$ cat config.mk
export PLATFORM = sky130hd
export DESIGN_NAME = kbd_latch
export DESIGN_NICKNAME = d
export VERILOG_FILES = /design/src/rtl/kbd_pkg.sv /design/src/rtl/kbd_remap.sv /design/src/rtl/kbd_holdoff.sv /design/src/rtl/kbd_bus_dec.sv /design/src/rtl/kbd_latch.sv
export SDC_FILE = /design/constraint.sdc
export NUM_CORES = 1
export LEC_CHECK = 0
export BUFFER_PORTS_ARGS = -buffer_cell sky130_fd_sc_hd__buf_2
export CORE_MARGIN = 4
export CORE_UTILIZATION = 51
export DETAILED_ROUTE_END_ITERATION = 7
export PLACE_DENSITY = 0.82
export SYNTH_ARGS = -nofsm -noshare
export SYNTH_HDL_FRONTEND = slang
export SYNTH_HIERARCHICAL = 1
export SYNTH_SLANG_ARGS = --single-unit
export TNS_END_PERCENT = 30
$ cat constraint.sdc
create_clock -name clk -period 3.1 [get_ports clk]
set_input_delay 0.155 -clock clk [delete_from_list [all_inputs] [get_ports clk]]
set_output_delay 0.155 -clock clk [all_outputs]
set_load 0.02 [all_outputs]
$ cat src/rtl/kbd_pkg.sv
package kbd_pkg;
  localparam int KEY_W = 8;
  localparam logic [KEY_W-1:0] CODE_LF  = 8'h0A;
  localparam logic [KEY_W-1:0] CODE_CR  = 8'h0D;
  localparam logic [KEY_W-1:0] CODE_DEL = 8'h7F;
  localparam logic [KEY_W-1:0] CODE_BS  = 8'h08;

  // Translate a raw code and set the pending flag.
  function automatic logic [KEY_W-1:0] key_translate(input logic [KEY_W-1:0] raw);
    logic [KEY_W-1:0] t;
    if (raw == CODE_LF)       t = CODE_CR;
    else if (raw == CODE_DEL) t = CODE_BS;
    else                      t = raw;
    t[KEY_W-1] = 1'b1;
    return t;
  endfunction
endpackage

$ cat src/rtl/kbd_remap.sv
module kbd_remap
  import kbd_pkg::*;
(
  input  logic [KEY_W-1:0] raw_code,
  output logic [KEY_W-1:0] mapped_code
);
  always_comb mapped_code = key_translate(raw_code);
endmodule

$ cat src/rtl/kbd_holdoff.sv
module kbd_holdoff #(
  parameter int HOLD_CYCLES = 100
) (
  input  logic clk,
  input  logic rst_n,
  input  logic busy,      // latch flag set
  input  logic req,       // producer valid
  input  logic take,      // transfer this cycle
  output logic expired
);
  localparam int CNT_W = $clog2(HOLD_CYCLES + 1);
  localparam logic [CNT_W-1:0] LIMIT = CNT_W'(HOLD_CYCLES);

  logic [CNT_W-1:0] cnt_q;

  assign expired = (cnt_q == LIMIT);

  always_ff @(posedge clk) begin
    if (!rst_n) begin
      cnt_q <= '0;
    end else if (!busy || !req || take) begin
      cnt_q <= '0;
    end else if (!expired) begin
      cnt_q <= cnt_q + 1'b1;
    end
  end
endmodule

$ cat src/rtl/kbd_bus_dec.sv
module kbd_bus_dec #(
  parameter int ADDR_W = 16,
  parameter logic [ADDR_W-1:0] KEY_ADDR = 16'hC000,
  parameter logic [ADDR_W-1:0] STB_ADDR = 16'hC010
) (
  input  logic [ADDR_W-1:0] addr,
  input  logic              rd,
  input  logic              wr,
  output logic              rd_key,
  output logic              rd_stb,
  output logic              stb_any
);
  logic at_key, at_stb;
  assign at_key  = (addr == KEY_ADDR);
  assign at_stb  = (addr == STB_ADDR);
  assign rd_key  = rd && at_key;
  assign rd_stb  = rd && at_stb;
  assign stb_any = (rd || wr) && at_stb;
endmodule

$ cat src/rtl/kbd_latch.sv
module kbd_latch
  import kbd_pkg::*;
#(
  parameter int ADDR_W = 16,
  parameter logic [ADDR_W-1:0] KEY_ADDR = 16'hC000,
  parameter logic [ADDR_W-1:0] STB_ADDR = 16'hC010,
  parameter int HOLD_CYCLES = 100
) (
  input  logic              clk,
  input  logic              rst_n,
  input  logic              key_valid,
  output logic              key_ready,
  input  logic [7:0]        key_code,
  input  logic [ADDR_W-1:0] bus_addr,
  input  logic              bus_rd,
  input  logic              bus_wr,
  output logic [7:0]        bus_rdata,
  output logic              bus_rd_hit
);
  logic [KEY_W-1:0] latch_q;
  logic [KEY_W-1:0] mapped;
  logic rd_key, rd_stb, stb_any;
  logic expired, take;

  kbd_remap u_remap (
    .raw_code    (key_code),
    .mapped_code (mapped)
  );

  kbd_bus_dec #(
    .ADDR_W   (ADDR_W),
    .KEY_ADDR (KEY_ADDR),
    .STB_ADDR (STB_ADDR)
  ) u_dec (
    .addr    (bus_addr),
    .rd      (bus_rd),
    .wr      (bus_wr),
    .rd_key  (rd_key),
    .rd_stb  (rd_stb),
    .stb_any (stb_any)
  );

  kbd_holdoff #(
    .HOLD_CYCLES (HOLD_CYCLES)
  ) u_hold (
    .clk     (clk),
    .rst_n   (rst_n),
    .busy    (latch_q[KEY_W-1]),
    .req     (key_valid),
    .take    (take),
    .expired (expired)
  );

  assign key_ready = !latch_q[KEY_W-1] || expired;
  assign take      = key_valid && key_ready;

  // New key has priority over an acknowledge in the same cycle.
  always_ff @(posedge clk) begin
    if (!rst_n) begin
      latch_q <= '0;
    end else if (take) begin
      latch_q <= mapped;
    end else if (stb_any) begin
      latch_q[KEY_W-1] <= 1'b0;
    end
  end

  always_comb begin
    bus_rdata  = '0;
    bus_rd_hit = rd_key || rd_stb;
    if (rd_key)      bus_rdata = latch_q;
    else if (rd_stb) bus_rdata = {1'b0, latch_q[KEY_W-2:0]};
  end
endmodule

==> impl_metrics.csv <==
group,metric,value,unit
run_status,status,"completed",
logic_synthesis,yosysSeqAreaShare,29.4,%
logic_synthesis,synthCells,125,
grt,grt_max_degree,19,
place,numPortBuffers,38,
pwr,combPwrFrac,17.7,%
logic_synthesis,synth_enable_flop_cells,0,
critical_path,cp-startpoint,"u_hold/cnt_q[0]",
logic_synthesis,synth-seq-cells,15,
cells_and_area,antennaDiodeCount,0,
min_path,hold_end,"latch_q[3]",
floorplan,die_y,52.7,um
clock_tree,cts_resized,0,
logic_synthesis,ys_top_cells_by_area,"dfxtp_1 (29%), nand2_1 (6.3%), nand4_1 (6.1%), o21ai_2 (6.0%), nor2b_1 (4.3%)",
critical_path,reg2reg_depth,9,
route,wl,2.21,mm
critical_path,slowest_stage,"dfxtp_1",
route,drtPass1Iterations,4,
floorplan,die_x,52.7,um
place,place.gp.congestion,0.865,
clock_tree,path_clk_slew,90,ps
clock_tree,cts_tree,"built",
pwr,switchingPower,108,uW
critical_path,critical_path_buf_inv_count,1,
min_path,min_path_cells,3,
critical_path,crit_fanout,10,
clock_tree,cts_buffer_depth,2,
route,wl_per_cell,12.0,um
floorplan,rows,15,
timing,final_max_slew_viol_count,0,
timing,tns,0,ps
grt,grtUsageTotal,19.0,%
grt,use_met3,4.84,%
logic_synthesis,synth-main-ff-cell,"dfxtp_1",
clock_tree,htreeDepth,1,
pwr,peakVddDrop,321,uV
critical_path,crit_type,"register to register",
timing,maxClockFrequency,463,MHz
run,cap_violations,0,
logic_synthesis,synth_top_cell_area_share,29.4,%
grt,grt_overflow,0,
logic_synthesis,async_reset_ff_share,0,%
grt,use_met2,34.1,%
grt,grt_pass1_vias,953,
cells_and_area,utilization,67.6,%
timing,finalCriticalPeriod,2160,ps
timing,finalHoldViolations,0,
route,drc,0,
critical_path,worstSetupEndpointType,"register",
cells_and_area,drive_gt1_share,34.6,%
clock_tree,clk_latency,290,ps
critical_path,path_cells,"inv_1, ha_1, nand4bb_1, nor2_2, nand2b_1, and2_4, and4b_1, nand2_1, mux2i_1",
critical_path,cp_top_family,"simple AND/OR/NAND/NOR gates",
pwr,power,387,uW
timing,rsz0062_at_grt,"no",
floorplan,core,1800,um^2
timing,fin_worst_skew,2.25,ps
critical_path,cp-start-kind,"register",
floorplan,start_util,56.6,%
route,vias,997,
pwr,power_frac_seq,52.7,%
clock_tree,cts_buffers,3,
floorplan,die_area,2780,um^2
timing,setup_violations,0,
logic_synthesis,ys.warnings.count,6,
min_path,hold_path_class,"primary input to register",
logic_synthesis,syn_avg_cell_area,8.16,um^2
pwr,sw_frac_of_total,27.9,%
logic_synthesis,syn-num-nets,156,
logic_synthesis,ys_types,37,
grt,met1_usage,21.6,%
pwr,p_int,279,uW
route,detail_route.iter0.violations,19,
clock_tree,cts_hold_buf,0,
grt,antenna_found_initial,0,
logic_synthesis,synth_most_common_cell,"nand2_1",
critical_path,worst_ep_arrival_time,2340,ps
critical_path,reg2reg_from,"u_hold/cnt_q[0]",
timing,period_share,69.7,%
grt,busiest_layer,"met2",
critical_path,reg2reg_to,"u_hold/cnt_q[0]",
floorplan,io_pins,39,
min_path,hold_path.startpoint,"key_code[3]",
pwr,total_leakage_power,0.487,nW
pwr,pwr-share-clk,29.6,%
clock_tree,ctsRootBufferMaster,"clkbuf_4",
logic_synthesis,yosys.area.top_type,"dfxtp_1",
logic_synthesis,netlist_area,1020,um^2
place,hpwl,1.82,mm
route,ant_nets,0,
clock_tree,cts.sinks,15,
place,post-place-ws,960,ps
grt,grt_pass1_wl,3.96,mm
critical_path,r2r_slack,940,ps
logic_synthesis,synthTopCellsByCount,"nand2_1 (17), dfxtp_1 (15), nand4_1 (10)",
pwr,p_per_area,318,nW/um^2
timing,setup_slack,938,ps
clock_tree,postCtsSetupBuffers,0,
cells_and_area,syn2layout_area_growth,19.4,%
cells_and_area,nets,191,
route,vias_per_cell,5.42,
critical_path,cp_data_required_time,3270,ps
critical_path,slowest_delay,350,ps
## placed cells by master (no fill, tap or decap), drive strengths merged, types with 2 or more instances in the layout
cell type and n:
dfxtp 15, o21a 4, ha 2, inv 5
a2bb2oi 2, o21ai 11, mux2i 2, nor3 3
buf 38, and2 2, clkbuf 3, nand4 10
a21oi 2, nor2 8, nor4 3, nand2 17
or3 3, nor2b 7, nand3 6, xor2 3
nand4b 3
## cell type report
type | count | area [um^2]
clock buffers | 3 | 22.5
clock inverters | 1 | 5.00
fillers | 176 | 584
inverters | 5 | 18.8
multi-input cells | 97 | 649
flip-flops and latches | 15 | 300
well taps | 25 | 31.3
repair buffers | 38 | 190
## metal layers
layer,up-vias,routed length (um)
met4,0,35
met3,4,145
li1,516,-
met2,24,1140
met5,-,0
met1,453,889
## registers in the layout, summed over array words and instances, names as in the netlist
signal        count
latch_q           8
u_hold/cnt_q      7
## kinds of logic (layout without fill, tap and decap cells)
kind of cell	Yosys count	after routing	synth area share, %
AOI/OAI and AO/OA	21	21	15.3
xor gates and xnor gates	3	3	2.58
adders and majority gates	2	2	2.45
buffers and inverters	13	47	6.87
DFF	15	15	29.4
muxes	2	2	1.96
other	1	1	0.368
and+or+nand+nor	68	68	41.0
## power by group through the flow
stage	combinational [mW]	sequential [mW]	clock, mW
global route	0.0768	0.205	0.126
global placement	0.0663	0.208	0
floorplan	0.0444	0.207	0
CTS	0.0687	0.204	0.116
finish	0.0684	0.204	0.114
detailed placement	0.0683	0.208	0
## stage by stage
| step | area [um^2] | std cells | hold WS, ps |
|---|---|---|---|
| 3_5_place_dp | 1190 | 180 | 446 |
| 4_1_cts | 1220 | 184 | 146 |
| 2_1_floorplan | 1020 | 125 | 362 |
| 3_3_place_gp | 1190 | 180 | 450 |
| 6_report | 1220 | 184 | 154 |
| 5_1_grt | 1220 | 184 | 156 |
## worst max-delay path by stage
stage / cells after the start / to / slack (ps)
final: 9 / u_hold/cnt_q[0] / 940
after global routing: 9 / u_hold/cnt_q[0] / 750
after CTS: 9 / u_hold/cnt_q[0] / 930
after detailed placement: 9 / u_hold/cnt_q[0] / 960
after global placement: 9 / u_hold/cnt_q[0] / 1090
after floorplan: 11 / u_hold/cnt_q[0] / 1200
## worst register-to-register path, cell delays in order (launching register included)
cell	delay [ps]
dfxtp_1	350
inv_1	90
ha_1	160
nand4bb_1	110
nor2_2	280
nand2b_1	350
and2_4	290
and4b_1	270
nand2_1	90
mux2i_1	70
Note: power is estimated with default switching activity, not from simulation.
